`src/rtl/scl_rate_pkg.sv`:
```
// Package: shared phase encoding and width helpers for the serial-clock
// generator. Assumes the scale code selects a power of four.
package scl_rate_pkg;
    typedef enum logic [1:0] {
        PH_IDLE = 2'd0,
        PH_LOW  = 2'd1,
        PH_HIGH = 2'd2
    } phase_e;

    // Width needed to hold 8 + rate * 4^maxcode with one spare bit.
    function automatic int unsigned cnt_width(input int unsigned rate_w,
                                              input int unsigned scale_w);
        return rate_w + 2 * ((1 << scale_w) - 1) + 1;
    endfunction
endpackage

```
`src/rtl/scl_half_calc.sv`:
```
// Module: scl_half_calc
// Computes the length of one clock phase, 8 + rate * 4^scale, as a
// combinational value. Assumes CNT_W is wide enough for the largest code.
module scl_half_calc #(
    parameter int unsigned RATE_W  = 8,
    parameter int unsigned SCALE_W = 2,
    parameter int unsigned CNT_W   = 15
) (
    input  logic [RATE_W-1:0]  rate_i,
    input  logic [SCALE_W-1:0] scale_i,
    output logic [CNT_W-1:0]   half_o
);
    localparam int unsigned N_CODES   = 1 << SCALE_W;
    localparam logic [CNT_W-1:0] BASE = CNT_W'(8);

    logic [CNT_W-1:0] scaled [N_CODES];

    // One shifted copy of the rate per scale code.
    for (genvar k = 0; k < N_CODES; k++) begin : g_scale
        assign scaled[k] = CNT_W'(rate_i) << (2 * k);
    end

    // Pick the copy for the current code and add the fixed offset.
    always_comb begin
        half_o = BASE + scaled[scale_i];
    end
endmodule

```
`src/rtl/scl_phase_ctrl.sv`:
```
// Module: scl_phase_ctrl
// Runs the low/high phase sequence. It latches the phase length at each
// phase boundary and counts the high phase only while the line reads high.
// Assumes scl_in_i is already synchronised and half_i >= 8.
module scl_phase_ctrl
    import scl_rate_pkg::*;
#(
    parameter int unsigned CNT_W = 15
) (
    input  logic             clk,
    input  logic             rst_n,
    input  logic             run_i,
    input  logic             scl_in_i,
    input  logic [CNT_W-1:0] half_i,
    output logic             scl_pull_o,
    output logic             fall_stb_o,
    output logic             rise_stb_o
);
    phase_e           phase_q;
    logic [CNT_W-1:0] cnt_q;
    logic [CNT_W-1:0] lim_q;
    logic             last_w;

    // Flags the final cycle of the current phase.
    always_comb begin
        last_w = (cnt_q == lim_q - CNT_W'(1));
    end

    // Phase state, counter and latched length.
    always_ff @(posedge clk) begin
        if (!rst_n || !run_i) begin
            phase_q <= PH_IDLE;
            cnt_q   <= '0;
            lim_q   <= CNT_W'(8);
        end else begin
            case (phase_q)
                PH_IDLE: begin
                    phase_q <= PH_LOW;
                    cnt_q   <= '0;
                    lim_q   <= half_i;
                end
                PH_LOW: begin
                    if (last_w) begin
                        phase_q <= PH_HIGH;
                        cnt_q   <= '0;
                        lim_q   <= half_i;
                    end else begin
                        cnt_q <= cnt_q + CNT_W'(1);
                    end
                end
                PH_HIGH: begin
                    if (scl_in_i) begin
                        if (last_w) begin
                            phase_q <= PH_LOW;
                            cnt_q   <= '0;
                            lim_q   <= half_i;
                        end else begin
                            cnt_q <= cnt_q + CNT_W'(1);
                        end
                    end
                end
                default: begin
                    phase_q <= PH_IDLE;
                    cnt_q   <= '0;
                end
            endcase
        end
    end

    // Line drive and edge strobes decoded from the phase.
    always_comb begin
        scl_pull_o = (phase_q == PH_LOW);
        fall_stb_o = (phase_q == PH_LOW) && (cnt_q == '0);
        rise_stb_o = (phase_q == PH_HIGH) && (cnt_q == '0) && scl_in_i;
    end


    strobe_excl_chk: assert property (@(posedge clk) disable iff (!rst_n)
        !(fall_stb_o && rise_stb_o));


    fall_drives_chk: assert property (@(posedge clk) disable iff (!rst_n)
        fall_stb_o |-> scl_pull_o);


    run_release_chk: assert property (@(posedge clk) disable iff (!rst_n)
        !run_i |=> (!scl_pull_o && !fall_stb_o && !rise_stb_o));


    stretch_hold_chk: assert property (@(posedge clk) disable iff (!rst_n)
        (run_i && phase_q == PH_HIGH && !scl_in_i) |=> $stable(cnt_q));


    lim_hold_chk: assert property (@(posedge clk) disable iff (!rst_n)
        (cnt_q != '0) |-> $stable(lim_q));


    no_overflow_chk: assert property (@(posedge clk) disable iff (!rst_n)
        cnt_q < lim_q);
endmodule

```
`src/rtl/scl_rate_gen.sv`:
```
// Module: scl_rate_gen
// Top of the bus-master serial-clock generator: the phase length
// calculator feeds the phase controller. Assumes scl_in_i is synchronised.
module scl_rate_gen
    import scl_rate_pkg::*;
#(
    parameter int unsigned RATE_W  = 8,
    parameter int unsigned SCALE_W = 2
) (
    input  logic               clk,
    input  logic               rst_n,
    input  logic               run_i,
    input  logic [RATE_W-1:0]  rate_i,
    input  logic [SCALE_W-1:0] scale_i,
    input  logic               scl_in_i,
    output logic               scl_pull_o,
    output logic               fall_stb_o,
    output logic               rise_stb_o
);
    localparam int unsigned CNT_W = cnt_width(RATE_W, SCALE_W);

    logic [CNT_W-1:0] half_w;

    scl_half_calc #(
        .RATE_W (RATE_W),
        .SCALE_W(SCALE_W),
        .CNT_W  (CNT_W)
    ) calc_i (
        .rate_i (rate_i),
        .scale_i(scale_i),
        .half_o (half_w)
    );

    scl_phase_ctrl #(
        .CNT_W(CNT_W)
    ) ctrl_i (
        .clk       (clk),
        .rst_n     (rst_n),
        .run_i     (run_i),
        .scl_in_i  (scl_in_i),
        .half_i    (half_w),
        .scl_pull_o(scl_pull_o),
        .fall_stb_o(fall_stb_o),
        .rise_stb_o(rise_stb_o)
    );
endmodule

```
`config.mk`:
```
export PLATFORM = sky130hd
export DESIGN_NAME = scl_rate_gen
export DESIGN_NICKNAME = d
export VERILOG_FILES = /design/src/rtl/scl_rate_pkg.sv /design/src/rtl/scl_half_calc.sv /design/src/rtl/scl_phase_ctrl.sv /design/src/rtl/scl_rate_gen.sv
export SDC_FILE = /design/constraint.sdc
export NUM_CORES = 1
export LEC_CHECK = 0
export BUFFER_PORTS_ARGS = -buffer_cell sky130_fd_sc_hd__buf_2
export CORE_MARGIN = 4
export CORE_UTILIZATION = 57
export DETAILED_ROUTE_END_ITERATION = 10
export PLACE_DENSITY = 0.74
export REMOVE_ABC_BUFFERS = 1
export SYNTH_ARGS = -nofsm -noshare
export SYNTH_HDL_FRONTEND = slang
export SYNTH_SLANG_ARGS = --single-unit
```
`constraint.sdc`:
```
create_clock -name clk -period 4.3 [get_ports clk]
set_input_delay 0.645 -clock clk [delete_from_list [all_inputs] [get_ports clk]]
set_output_delay 0.645 -clock clk [all_outputs]
set_load 0.005 [all_outputs]
```
==> run metrics <==
chip height=74.8 µm; Place WS=1.61 ns; CTS root buf=clkbuf_8; Async SR Flop Fraction=0; worst ir drop on vdd=168 µV; Syn. warnings=0; Setup CP Type=reg2reg; Worst Slack Setup Final=1.56 ns; placed instance count=361; first-pass GRT wire length=8890 µm; total power=0.708 mW; setup repair bufs after CTS=0; Fillers=402; DR vias=2185; Main synth FF type=dfxtp_1; Period Utilization, post-route=0.637; initial antenna violation count=0; Vias/cell=5.92; Crit Path Max Fanout=13; Slew HR=0.320; clock-pin slew on the worst setup and hold paths=0.07 ns; Mapped Area=0.00254 mm²; Worst setup SP type=flop; CTS Buffer Depth=2; DRC Markers=0; fmax=0.365 GHz; Hold WC Path Type=reg2reg; area occupied by multi-input gates=0.00174 mm²; Tot GR Track Use=0.206; Tmin final=2.74 ns; Syn-to-layout area delta=5.37%; Seq cells post-synth=32; critical path capture point type=flop; WP data required=4.51 ns; status=completed; Post-synth EDFFs=0; number of global-route vias before repair=1981; H-tree levels=2; I/O Pins=17; dpl hpwl=4050 µm; die width=74.8 µm; Max-cap violations=0; GP Congestion=0.854; Die Area=0.00559 mm²; # diodes=0; drt total wl=5350 µm; post-synthesis cell type count=60; Layout Cells excl Fill=369; WL/cell=14.5 µm; share of cells above drive strength 1=0.167; Core Area=0.00432 mm²; drt pass-1 iters=4; clk_lat worst skew=0.29 ns; DR iter-0 viols=122; mean post-synth cell area=8.25 µm²; Register Area=641 µm²; commonest non-fill, non-tap cell in the layout=nand2_1; synthesized instance count=308; total global routing overflow=0; Tightest Pin Transition=1.02 ns; Critical Path AT=2.95 ns; port bufs=16; hold violation total from the final report=0; skew final=0.0118 ns; final net count=338; CTS tree=built; TNS Setup=0 ns; unrepaired setup endpoints after global routing=no; Row Count=24; final setup violation count=0; sequential share of the synthesized area=0.252; antenna-violating nets left=0; Min Hold Slack=0.501 ns; commonest non-fill, non-tap cells in the layout=nand2_1, dfxtp_1, nor2_1; largest net degree at the start of global routing=29; CTS buffer count=5; Leak=0.974 nW; Pwr Density=264 mW/mm²; # resized after CTS=0; hold buffers post-CTS=0; Initial Utilization=0.588; pins over their slew limit=0; clock sinks=32
## synth_stat cells, types with 6 or more instances
| library cell | count | share of area |
|---|---|---|
| ha_1 | 8 | 0.039 |
| nor2_1 | 27 | 0.040 |
| nand3_1 | 11 | 0.022 |
| and3_1 | 6 | 0.015 |
| mux2i_1 | 21 | 0.083 |
| o21ai_0 | 10 | 0.020 |
| nor3_1 | 8 | 0.016 |
| xnor2_1 | 23 | 0.079 |
| xor2_1 | 9 | 0.031 |
| nand2_1 | 36 | 0.053 |
| nand4_1 | 11 | 0.027 |
| dfxtp_1 | 32 | 0.25 |
| nor2_2 | 10 | 0.025 |
| a21oi_1 | 11 | 0.022 |
| inv_1 | 11 | 0.016 |
## logic make-up (layout without fill, tap and decap cells)
| logic type | after synthesis | in the layout | share of synthesized area |
|---|---|---|---|
| AOI/OAI and AO/OA | 40 | 40 | 0.115 |
| xor gates and xnor gates | 33 | 33 | 0.119 |
| adders and majority gates | 8 | 8 | 0.0394 |
| buffers and inverters | 26 | 35 | 0.0620 |
| DFF | 32 | 32 | 0.252 |
| muxes | 26 | 26 | 0.105 |
| and+or+nand+nor | 143 | 143 | 0.308 |
## final timing paths
kind                      end  slack [ns]  cells after the start        startpoint
max reg2reg  ctrl_i.lim_q[10]        1.56                      7   ctrl_i.lim_q[0]
max          ctrl_i.lim_q[10]        1.56                      7   ctrl_i.lim_q[0]
min reg2reg  ctrl_i.lim_q[12]        0.50                      2  ctrl_i.lim_q[12]
min          ctrl_i.lim_q[12]        0.50                      2  ctrl_i.lim_q[12]
## where the power goes
part	total, mW	internal, mW	leakage, nW	switching, mW
Sequential	0.312	0.302	0.259	0.00984
Combinational	0.110	0.0477	0.659	0.0627
Clock	0.285	0.172	0.0552	0.113
## layout make-up
class                           count  area share
Multi-Input combinational cell    250       0.651
Sequential cell                    32       0.239
Timing Repair Buffer               16      0.0299
Clock buffer                        6      0.0271
Tap cell                           52      0.0243
Inverter                           11      0.0154
Clock inverter                      2      0.0131
## stage by stage
step / utilization / instance area [µm²]
3_3_place_gp: 0.594 / 2570
2_1_floorplan: - / 2420
4_1_cts: 0.619 / 2680
3_5_place_dp: 0.594 / 2570
6_report: 0.619 / 2680
5_1_grt: 0.619 / 2680
## flip-flops by register name (all words and copies together), names as in the netlist
register	flops
ctrl_i.cnt_q	15
ctrl_i.lim_q	15
ctrl_i.phase_q	2
## worst max-delay path: stages, from the launching register on
cell and delay [ns]:
dfxtp_1 0.36, nor4_2 0.65, a21oi_1 0.17, a211o_1 0.30, a31o_1 0.25, and3_4 0.19, a21oi_4 0.48, mux2i_1 0.25
## metal layers
metal / share of wire / track usage / vias to the layer above / wire length (µm)
li1: - / - / 1106 / -
met5: 0 / 0 / - / 0
met3: 0.039 / 0.0481 / 10 / 209
met1: 0.49 / 0.267 / 1028 / 2600
met4: 0.015 / 0.0692 / 0 / 81
met2: 0.46 / 0.338 / 41 / 2450
No activity file was read; power rests on OpenSTA's default activity.
